$ cat src/rtl/rfc_pkg.sv
package rfc_pkg;
  localparam logic [4:0] OP_VERSION = 5'd0;
  localparam logic [4:0] OP_MODE    = 5'd1;
  localparam logic [4:0] OP_PINS    = 5'd2;
  localparam logic [4:0] OP_DIR     = 5'd3;
  localparam logic [4:0] OP_VAL     = 5'd4;
  localparam logic [4:0] OP_RAW     = 5'd5;
  localparam logic [1:0] DBG_RAW    = 2'b01;

  typedef struct packed {
    logic wrMode;
    logic wrPins;
    logic wrDir;
    logic wrVal;
    logic wrRaw;
    logic rdEn;
  } strobe_t;

  typedef struct packed {
    logic bandSel;
    logic swA;
    logic swB;
    logic txOff;
    logic rxOff;
    logic mixOn;
  } rfpins_t;
endpackage

$ cat src/rtl/rfc_ctrl.sv
module rfc_ctrl
  import rfc_pkg::*;
(
  input  logic       load,
  input  logic       fetch,
  input  logic [4:0] opcode,
  output strobe_t    strobes
);
  always_comb begin
    strobes        = '0;
    strobes.wrMode = load && (opcode == OP_MODE);
    strobes.wrPins = load && (opcode == OP_PINS);
    strobes.wrDir  = load && (opcode == OP_DIR);
    strobes.wrVal  = load && (opcode == OP_VAL);
    strobes.wrRaw  = load && (opcode == OP_RAW);
    strobes.rdEn   = fetch && !load;
  end
endmodule

$ cat src/rtl/rfc_preset.sv
module rfc_preset
  import rfc_pkg::*;
(
  input  logic [2:0] mode,
  output rfpins_t    pins
);
  // Field order: bandSel, swA, swB, txOff, rxOff, mixOn
  always_comb begin
    unique case (mode)
      3'b001:  pins = '{1'b0, 1'b0, 1'b1, 1'b1, 1'b1, 1'b0};
      3'b010:  pins = '{1'b1, 1'b0, 1'b0, 1'b1, 1'b0, 1'b1};
      3'b011:  pins = '{1'b1, 1'b1, 1'b0, 1'b1, 1'b0, 1'b1};
      3'b100:  pins = '{1'b0, 1'b0, 1'b0, 1'b0, 1'b1, 1'b1};
      3'b101:  pins = '{1'b0, 1'b1, 1'b0, 1'b0, 1'b1, 1'b1};
      default: pins = '{1'b0, 1'b0, 1'b0, 1'b1, 1'b1, 1'b0};
    endcase
  end
endmodule

$ cat src/rtl/rfc_datapath.sv
module rfc_datapath
  import rfc_pkg::*;
#(
  parameter int unsigned DATA_W      = 8,
  parameter int unsigned STRAP_W     = 4,
  parameter int unsigned SYNC_STAGES = 2,
  parameter logic [7:0]  VERSION     = 8'hA3
) (
  input  logic               clk,
  input  logic               rstN,
  input  strobe_t            strobes,
  input  logic [4:0]         opcode,
  input  logic [DATA_W-1:0]  wrData,
  output logic [DATA_W-1:0]  rdData,
  input  logic               btnIn,
  input  logic [STRAP_W-1:0] strapIn,
  input  logic [DATA_W-1:0]  gpioIn,
  output logic [DATA_W-1:0]  gpioOut,
  output logic [DATA_W-1:0]  gpioOe,
  output logic [1:0]         ledOut,
  output logic               regEnOut,
  output rfpins_t            rfPins
);
  localparam int unsigned SYNC_W = STRAP_W + 1;
  localparam logic [SYNC_W-1:0] SYNC_RST = {1'b1, {STRAP_W{1'b0}}};

  logic [1:0]  dbgField;
  logic [2:0]  rfMode;
  logic [2:0]  pinBits;
  rfpins_t     rawPins;
  rfpins_t     presetPins;
  logic [SYNC_STAGES-1:0][SYNC_W-1:0] syncChain;
  logic [SYNC_W-1:0] syncOut;
  logic [DATA_W-1:0] rdNext;

  always_ff @(posedge clk) begin
    if (!rstN) begin
      dbgField <= '0;
      rfMode   <= '0;
      pinBits  <= '0;
      gpioOe   <= '0;
      gpioOut  <= '0;
      rawPins  <= '0;
    end else begin
      if (strobes.wrMode) begin
        dbgField <= wrData[1:0];
        rfMode   <= wrData[4:2];
      end
      if (strobes.wrPins) pinBits <= wrData[2:0];
      if (strobes.wrDir)  gpioOe  <= wrData;
      if (strobes.wrVal)  gpioOut <= wrData;
      if (strobes.wrRaw)
        rawPins <= '{wrData[7], wrData[5], wrData[3], wrData[2], wrData[1], wrData[0]};
    end
  end

  generate
    for (genvar s = 0; s < SYNC_STAGES; s++) begin : gSync
      always_ff @(posedge clk) begin
        if (!rstN) syncChain[s] <= SYNC_RST;
        else if (s == 0) syncChain[s] <= {btnIn, strapIn};
        else syncChain[s] <= syncChain[(s == 0) ? 0 : s - 1];
      end
    end
  endgenerate
  assign syncOut = syncChain[SYNC_STAGES-1];

  rfc_preset uPreset (.mode(rfMode), .pins(presetPins));

  assign rfPins   = (dbgField == DBG_RAW) ? rawPins : presetPins;
  assign ledOut   = pinBits[1:0];
  assign regEnOut = pinBits[2];

  always_comb begin
    rdNext = '0;
    unique case (opcode)
      OP_VERSION: rdNext = VERSION;
      OP_MODE:    rdNext = {3'b000, rfMode, dbgField};
      OP_PINS:    rdNext = {syncOut, pinBits};
      OP_DIR:     rdNext = gpioOe;
      OP_VAL:     rdNext = gpioIn;
      OP_RAW:     rdNext = {rawPins.bandSel, ~rawPins.bandSel, rawPins.swA, ~rawPins.swA,
                            rawPins.swB, rawPins.txOff, rawPins.rxOff, rawPins.mixOn};
      default:    rdNext = '0;
    endcase
  end

  always_ff @(posedge clk) begin
    if (!rstN) rdData <= '0;
    else if (strobes.rdEn) rdData <= rdNext;
  end
endmodule

$ cat src/rtl/rf_frontend_regs.sv
module rf_frontend_regs
  import rfc_pkg::*;
#(
  parameter logic [7:0] VERSION = 8'hA3
) (
  input  logic       clk,
  input  logic       rstN,
  input  logic       load,
  input  logic       fetch,
  input  logic [4:0] opcode,
  input  logic [7:0] wrData,
  output logic [7:0] rdData,
  input  logic       btnIn,
  input  logic [3:0] strapIn,
  input  logic [7:0] gpioIn,
  output logic [7:0] gpioOut,
  output logic [7:0] gpioOe,
  output logic [1:0] ledOut,
  output logic       regEnOut,
  output logic       rfBandSel,
  output logic       rfBandSelN,
  output logic       rfSwA,
  output logic       rfSwAN,
  output logic       rfSwB,
  output logic       txAmpOff,
  output logic       rxAmpOff,
  output logic       mixerOn
);
  strobe_t strobes;
  rfpins_t rfPins;

  rfc_ctrl uCtrl (.load(load), .fetch(fetch), .opcode(opcode), .strobes(strobes));

  rfc_datapath #(.DATA_W(8), .STRAP_W(4), .SYNC_STAGES(2), .VERSION(VERSION)) uData (
    .clk(clk), .rstN(rstN), .strobes(strobes), .opcode(opcode), .wrData(wrData),
    .rdData(rdData), .btnIn(btnIn), .strapIn(strapIn), .gpioIn(gpioIn),
    .gpioOut(gpioOut), .gpioOe(gpioOe), .ledOut(ledOut), .regEnOut(regEnOut),
    .rfPins(rfPins)
  );

  assign rfBandSel  = rfPins.bandSel;
  assign rfBandSelN = ~rfPins.bandSel;
  assign rfSwA      = rfPins.swA;
  assign rfSwAN     = ~rfPins.swA;
  assign rfSwB      = rfPins.swB;
  assign txAmpOff   = rfPins.txOff;
  assign rxAmpOff   = rfPins.rxOff;
  assign mixerOn    = rfPins.mixOn;
endmodule

$ cat config.mk
export PLATFORM = sky130hd
export DESIGN_NAME = rf_frontend_regs
export DESIGN_NICKNAME = d
export VERILOG_FILES = /design/src/rtl/rfc_pkg.sv /design/src/rtl/rfc_ctrl.sv /design/src/rtl/rfc_preset.sv /design/src/rtl/rfc_datapath.sv /design/src/rtl/rf_frontend_regs.sv
export SDC_FILE = /design/constraint.sdc
export NUM_CORES = 1
export LEC_CHECK = 0
export CAP_MARGIN = 15
export CORE_MARGIN = 2
export CORE_UTILIZATION = 29
export CTS_BUF_LIST = sky130_fd_sc_hd__clkbuf_8
export CTS_CLUSTER_DIAMETER = 200
export CTS_CLUSTER_SIZE = 8
export DETAILED_ROUTE_END_ITERATION = 10
export PLACE_DENSITY = 0.64
export SLEW_MARGIN = 20
export SYNTH_ARGS = -nofsm -noshare
export SYNTH_HDL_FRONTEND = slang
export SYNTH_HIERARCHICAL = 1
export SYNTH_SLANG_ARGS = --single-unit
$ cat constraint.sdc
create_clock -name clk -period 2.5 [get_ports clk]
set_clock_uncertainty 0.15 [all_clocks]
set_input_delay 0.5 -clock clk [delete_from_list [all_inputs] [get_ports clk]]
set_output_delay 0.5 -clock clk [all_outputs]
set_load 0.005 [all_outputs]
==> run_results.csv, run 1 <==
group,metric,value,unit
status,status,"completed",
sta,worstMarginPinSlew,371,ps
drt,dr.pass1.iters,4,
drt,drc,0,
clock_network,cts_buffers,5,
setup_path,cp.required,1850,ps
pwr,p_leak,1.10,nW
logic_synthesis,syn-num-nets,249,
placement,dp_hpwl,4.17,mm
clock_network,clock_latency,310,ps
floorplanning,fp.dieW,91.8,microns
pwr,peakVddDrop,0.237,mV
logic_synthesis,yosys.cell_types.count,38,
clock_network,clkTransAtPathRegs,100,ps
drt,wl,5.66,mm
setup_path,crit_type,"register to primary output",
logic_synthesis,yosysWarnings,6,
drt,wl_met1,2.80,mm
sta,setup_viol,0,
final_layout,syn2layout_area_growth,40.0,%
pwr,p_clk_frac,0.391,
floorplanning,rows,32,
placement,dp_slack,50.7,ps
logic_synthesis,synth_area_per_cell,10.2,sq um
floorplanning,io_pins,65,
final_layout,antennaDiodeCount,0,
drt,wire_per_inst,14.6,microns
drt,drt_iter0_markers,89,
pwr,p_int,1.20,mW
grt,grt_max_degree,41,
drt,vias,1729,
setup_path,slowest_delay,490,ps
logic_synthesis,synth_cells,219,
drt,top_layer_used,"met4",
setup_path,crit_arrival,1800,ps
sta,slew_viol_final,0,
floorplanning,initial_core_util,0.294,
sta,hold_viol,0,
sta,period_share,0.981,
clock_network,cts_tree,"done",
setup_path,cpMaxStageDelayCell,"clkdlybuf4s50_1",
setup_path,cp_cell_sequence,"xor2_1 > and2_1 > mux2_2 > inv_1 > clkdlybuf4s50_1",
sta,fmax,0.408,GHz
grt,grt_usage,0.136,
setup_path,cp-start-kind,"register",
final_layout,nets,316,
grt,grt_pass1_wl,8.91,mm
drt,dr_wl_met3,310,microns
floorplanning,core,7610,sq um
pwr,p_switching,0.349,mW
sta,rsz0062_at_grt,"yes",
run,maxCapViolCount,0,
clock_network,htree_levels,2,
final_layout,final_core_util,0.412,
grt,grt_pass1_vias,1749,
placement,io_buffers,64,
setup_path,worstSetupEndpointType,"primary output",
sta,setup_ws,48.6,ps
grt,grt_antenna_before_repair,0,
drt,via_per_inst,4.44,
final_layout,final_cell_mix,"64 x clkdlybuf4s50_1, 46 x dfxtp_1, 37 x nor2b_1, 36 x mux2i_1",
floorplanning,fp.dieH,91.8,microns
placement,place_congestion,0.837,
drt,dr_wl_met2,2.48,mm
clock_network,root_buffer,"clkbuf_8",
sta,timing.hold.ws,275,ps
final_layout,layout_commonest_cell,"clkdlybuf4s50_1",
grt,grt_remaining_overflow,0,
clock_network,clock_path_buffers,2,
logic_synthesis,netlist_area,2240,sq um
final_layout,layout-drive-gt1-share,0.122,
drt,postRouteAntennaNets,0,
clock_network,hold_buffers,0,
sta,slew_headroom,0.752,
floorplanning,design.die.area,8430,sq um
pwr,sw_frac_of_total,0.225,
setup_path,cp_max_fo,6,
sta,fin_crit,2450,ps
pwr,p_comb_frac,0.103,
clock_network,numClockSinks,48,
pwr,pwr_density_cell,494,nW/um^2
logic_synthesis,ys_seq_area_frac,0.430,
min_path,hp-class,"register to register",
pwr,seq_power_share,0.506,
logic_synthesis,ys_ff_latch,48,
==> final timing paths <==
| path | slack [ps] | end | cells past startpoint | startpoint |
|---|---|---|---|---|
| setup / recovery | 50 | rfSwAN | 5 | uData/rfMode[2] |
| hold / removal | 270 | uData/syncOut[4] | 1 | uData/syncChain[4] |
| hold reg to reg | 270 | uData/syncOut[4] | 1 | uData/syncChain[4] |
| setup reg to reg | 1010 | uData/rdData[3] | 3 | uData/gpioOe[3] |
==> flip-flops by register name (all words and copies together) (netlist names) <==
register,count
uData/gpioOe,8
uData/gpioOut,8
uData/rdData,8
uData/rawPins,6
uData/syncChain,5
uData/syncOut,5
uData/pinBits,3
uData/rfMode,3
uData/dbgField,2
==> worst max-delay path: cells and delay by family (launching register included) <==
kind | cells | cell delay [ps]
flip-flops | 1 | 360
AND/OR/NAND/NOR | 1 | 160
XOR/XNOR | 1 | 170
buffers and inverters | 2 | 540
multiplexers | 1 | 270
==> layout make-up <==
class,instances,area (sq um)
tap,102,128
inverter,4,15.0
clock inverter,2,38.8
sequential,48,963
clock buffer,6,82.6
timing repair buffer,74,716
fill,765,4470
multi-input combinational,153,1190
==> cells in the mapped netlist <==
library cell,n,area share
dfxtp_1,48,0.43
nor2b_1,37,0.10
mux2i_1,36,0.16
and2_1,10,0.028
mux2_2,9,0.045
nand2b_1,9,0.025
clkbuf_1,8,0.013
nor2_1,6,0.010
o21ai_0,6,0.013
inv_1,4,0.0067
a221o_1,3,0.013
a22o_1,3,0.012
a2bb2oi_1,3,0.012
and3_1,3,0.0084
nand2_1,3,0.0050
or2b_1,3,0.010
a21oi_1,2,0.0045
a32o_1,2,0.0089
buf_1,2,0.0034
buf_2,2,0.0045
nand3b_1,2,0.0067
o22ai_1,2,0.0056
a211oi_1,1,0.0034
a21boi_0,1,0.0034
a22oi_1,1,0.0034
buf_12,1,0.0089
buf_6,1,0.0050
mux2_4,1,0.0067
nand3_1,1,0.0022
nand4bb_1,1,0.0050
nor2_2,1,0.0028
nor3_1,1,0.0022
nor3b_1,1,0.0034
nor3b_2,1,0.0056
o22a_1,1,0.0039
or2b_2,1,0.0039
or4b_4,1,0.0062
xor2_1,1,0.0039
==> layer usage <==
metal | GRT usage | up-vias
li1 | - | 881
met1 | 0.184 | 801
met2 | 0.208 | 41
met3 | 0.0411 | 6
met4 | 0.0410 | 0
met5 | 0 | -
==> logic make-up (layout without fill, tap and decap cells) <==
group	count (synthesis)	count (layout)	synth area share
XOR/XNOR	1	1	0.00392
flip-flops	48	48	0.430
multiplexers	46	46	0.213
AO/OA/AOI/OAI	25	25	0.0833
buffers and inverters	18	86	0.0419
AND/OR/NAND/NOR	81	81	0.228
==> through the flow <==
step                      area [sq um]  TNS, ps  power [mW]  instances
after floorplan                   2240        0       0.877        219
after global placement            3000        0       0.958        381
after detailed placement          3000        0       0.961        381
after CTS                         3130        0        1.57        389
after global routing              3130    -25.0        1.62        389
final                             3130        0        1.55        389
==> what timing repair did <==
action / in CTS / in global routing
gates resized for setup: 2 / 2
buffers inserted: 0 / 0
endpoints found under the setup margin: 2 / 2
==> power groups by stage <==
stage	Clock, mW	Sequential, mW	Combinational (mW)
after detailed placement	0	0.800	0.161
after global routing	0.660	0.784	0.173
after global placement	0	0.800	0.158
final	0.605	0.782	0.160
after CTS	0.625	0.782	0.161
after floorplan	0	0.798	0.0786
No activity file was read; power rests on OpenSTA's default activity.
==> inputs of run 2 (changes only) <==
--- a/config.mk
+++ b/config.mk
@@ -16,5 +16,4 @@
 export SLEW_MARGIN = 20
 export SYNTH_ARGS = -nofsm -noshare
 export SYNTH_HDL_FRONTEND = slang
-export SYNTH_HIERARCHICAL = 1
 export SYNTH_SLANG_ARGS = --single-unit
==> run 2 against run 1 <==
Effect of this change: count of clock-buffer cells in the layout unchanged; core utilization up 0.66 points; via count up 15%; critical endpoint is now rfBandSelN; sequential power about the same; die area unchanged; critical path depth down 1; non-clock buffer count up 3; total power up 0.37%; area after synthesis unchanged.
==> run_results.csv, run 2 <==
group,metric,value,unit
placement,place_congestion,0.836,
placement,dp_hpwl,4.66,mm
sta,slew_viol_final,0,
min_path,hp-class,"register to register",
setup_path,slowest_delay,530,ps
clock_network,clock_latency,310,ps
drt,wl,6.25,mm
sta,fin_setup_tns,0,ps
sta,rsz0062_at_grt,"yes",
clock_network,numClockSinks,48,
logic_synthesis,synth_common_cells,"48 x dfxtp_1, 28 x nand2_1, 24 x nand3_1, 19 x mux2i_1, 19 x nor2b_1",
setup_path,cp_cell_sequence,"nor2b_2 > nor3_2 > a21oi_1 > clkdlybuf4s50_1",
pwr,peakVddDrop,0.297,mV
grt,grt_remaining_overflow,0,
drt,dr.pass1.iters,4,
pwr,p_comb_frac,0.108,
logic_synthesis,syn-num-nets,279,
setup_path,cp.required,1850,ps
drt,postRouteAntennaNets,0,
clock_network,root_buffer,"clkbuf_8",
status,status,"completed",
floorplanning,fp.dieW,91.8,microns
pwr,pwr_density_cell,488,nW/um^2
logic_synthesis,yosys.cell_types.count,36,
setup_path,cp-start-kind,"register",
pwr,finalPower,1.55,mW
final_layout,syn2layout_area_growth,42.3,%
clock_network,clkTransAtPathRegs,90,ps
logic_synthesis,synth_top_area_share,0.430,
setup_path,cp_max_fo,5,
floorplanning,design.die.area,8430,sq um
final_layout,nets,346,
floorplanning,io_pins,65,
clock_network,post_cts_buffers,0,
logic_synthesis,ys_ff_latch,48,
setup_path,cpMaxStageDelayCell,"clkdlybuf4s50_1",
logic_synthesis,yosysWarnings,0,
logic_synthesis,synth-edff-count,0,
final_layout,reg.largest.list,"uData.gpioOe: 8 flops, uData.gpioOut: 8 flops, uData.rdData: 8 flops",
floorplanning,core,7610,sq um
drt,drc,0,
pwr,sw_frac_of_total,0.230,
run,maxCapViolCount,0,
logic_synthesis,netlist.top_cell.by_area,"dfxtp_1",
sta,period_share,0.960,
setup_path,worstSetupEndpointType,"primary output",
sta,setup_viol,0,
grt,grt_pass1_wl,9.98,mm
setup_path,crit_type,"register to primary output",
logic_synthesis,netlist_area,2240,sq um
final_layout,antennaDiodeCount,0,
logic_synthesis,synth_area_leaders,"dfxtp_1 43%, mux2i_1 8.5%, nand3_1 5.4%, nor2b_1 5.3%, a21boi_1 5.0%",
logic_synthesis,async_flop_share,0,
placement,io_buffers,64,
floorplanning,rows,32,
grt,grt_usage,0.150,
logic_synthesis,ys_seq_area_frac,0.430,
setup_path,crit_arrival,1750,ps
pwr,p_int,1.19,mW
sta,worstMarginPinSlew,716,ps
drt,vias,1989,
pwr,seq_power_share,0.503,
final_layout,fill_cells,776,
drt,via_per_inst,4.75,
pwr,p_switching,0.358,mW
sta,timing.hold.ws,263,ps
logic_synthesis,synth_cells,249,
final_layout,layout-drive-gt1-share,0.0978,
final_layout,layout_commonest_cell,"clkdlybuf4s50_1",
sta,hold_viol,0,
grt,grt_antenna_before_repair,0,
floorplanning,fp.dieH,91.8,microns
sta,fin_crit,2400,ps
logic_synthesis,synthFlopType,"dfxtp_1",
drt,wire_per_inst,14.9,microns
sta,fmax,0.416,GHz
pwr,p_leak,1.08,nW
logic_synthesis,yosysMostFrequentCell,"dfxtp_1",
clock_network,cts_buffers,5,
grt,grt_max_degree,30,
setup_path,critPathTopFamily,"buffers and inverters",
clock_network,htree_levels,2,
sta,slew_headroom,0.521,
final_layout,final_cell_mix,"64 x clkdlybuf4s50_1, 48 x dfxtp_1, 28 x nand2_1, 24 x nand3_1, 19 x mux2i_1",
logic_synthesis,synth_area_per_cell,8.98,sq um
clock_network,cts_tree,"done",
setup_path,path_buf_inv,1,
pwr,p_clk_frac,0.390,
floorplanning,initial_core_util,0.294,
drt,drt_iter0_markers,106,
grt,grt_pass1_vias,1881,
clock_network,clock_path_buffers,2,
==> run 2: metrics by stage <==
| step | setup slack, ps | instances | area, sq um | utilization |
|---|---|---|---|---|
| 2_1_floorplan | 688 | 249 | 2240 | - |
| 3_3_place_gp | 95.8 | 411 | 3050 | 0.401 |
| 3_5_place_dp | 45.6 | 411 | 3050 | 0.401 |
| 4_1_cts | 89.0 | 419 | 3180 | 0.418 |
| 5_1_grt | -27.7 | 419 | 3180 | 0.418 |
| 6_report | 99.0 | 419 | 3180 | 0.418 |
==> run 2: cell type report <==
cell class / instances / area [sq um] / share of cell area
inverter: 4 / 15.0 / 0.00472
sequential: 48 / 961 / 0.302
multi-input combinational: 180 / 1190 / 0.375
clock inverter: 2 / 38.8 / 0.0122
timing repair buffer: 77 / 763 / 0.240
tap: 102 / 128 / 0.0401
clock buffer: 6 / 82.6 / 0.0259
==> run 2: final timing paths <==
| path | from | end | slack, ps | cells past startpoint |
|---|---|---|---|---|
| setup reg to reg | uData.rawPins[3] | uData.rdData[3] | 1230 | 3 |
| hold / removal | uData.syncChain[4] | uData.syncOut[4] | 260 | 1 |
| setup / recovery | uData.dbgField[0] | rfBandSelN | 100 | 4 |
| hold reg to reg | uData.syncChain[4] | uData.syncOut[4] | 260 | 1 |
==> run 2: power by group through the flow <==
| stage | Sequential, mW | Combinational, mW | Clock [mW] |
|---|---|---|---|
| after detailed placement | 0.798 | 0.167 | 0 |
| after floorplan | 0.797 | 0.0705 | 0 |
| final | 0.780 | 0.167 | 0.605 |
| after CTS | 0.780 | 0.167 | 0.615 |
| after global placement | 0.798 | 0.165 | 0 |
| after global routing | 0.782 | 0.180 | 0.649 |
==> run 2: layer usage <==
layer | track usage | vias to the layer above | part of all wire
met2 | 0.222 | 68 | 0.44
met3 | 0.0386 | 9 | 0.064
li1 | - | 999 | -
met4 | 0.0323 | 0 | 0.012
met1 | 0.220 | 913 | 0.48
met5 | 0 | - | 0
==> run 2: logic make-up after synthesis <==
group	after synthesis	share of synthesized area
AOI/OAI and AO/OA	45	0.145
xor gates and xnor gates	1	0.00392
buffers and inverters	21	0.0397
DFF	48	0.430
muxes	23	0.105
and+or+nand+nor	111	0.277
==> run 2: what timing repair did <==
action / CTS / global route
gates resized for setup: 1 / 1
endpoints found under the setup margin: 1 / 3
hold buffers: 0 / 0
==> inputs of run 3 (changes only) <==
--- a/config.mk
+++ b/config.mk
@@ -13,7 +13,6 @@
 export CTS_CLUSTER_SIZE = 8
 export DETAILED_ROUTE_END_ITERATION = 10
 export PLACE_DENSITY = 0.64
-export SLEW_MARGIN = 20
 export SYNTH_ARGS = -nofsm -noshare
 export SYNTH_HDL_FRONTEND = slang
 export SYNTH_SLANG_ARGS = --single-unit
==> results of run 3 <==
Same layout as run 2: the final DEF is identical, and so are final timing and power.
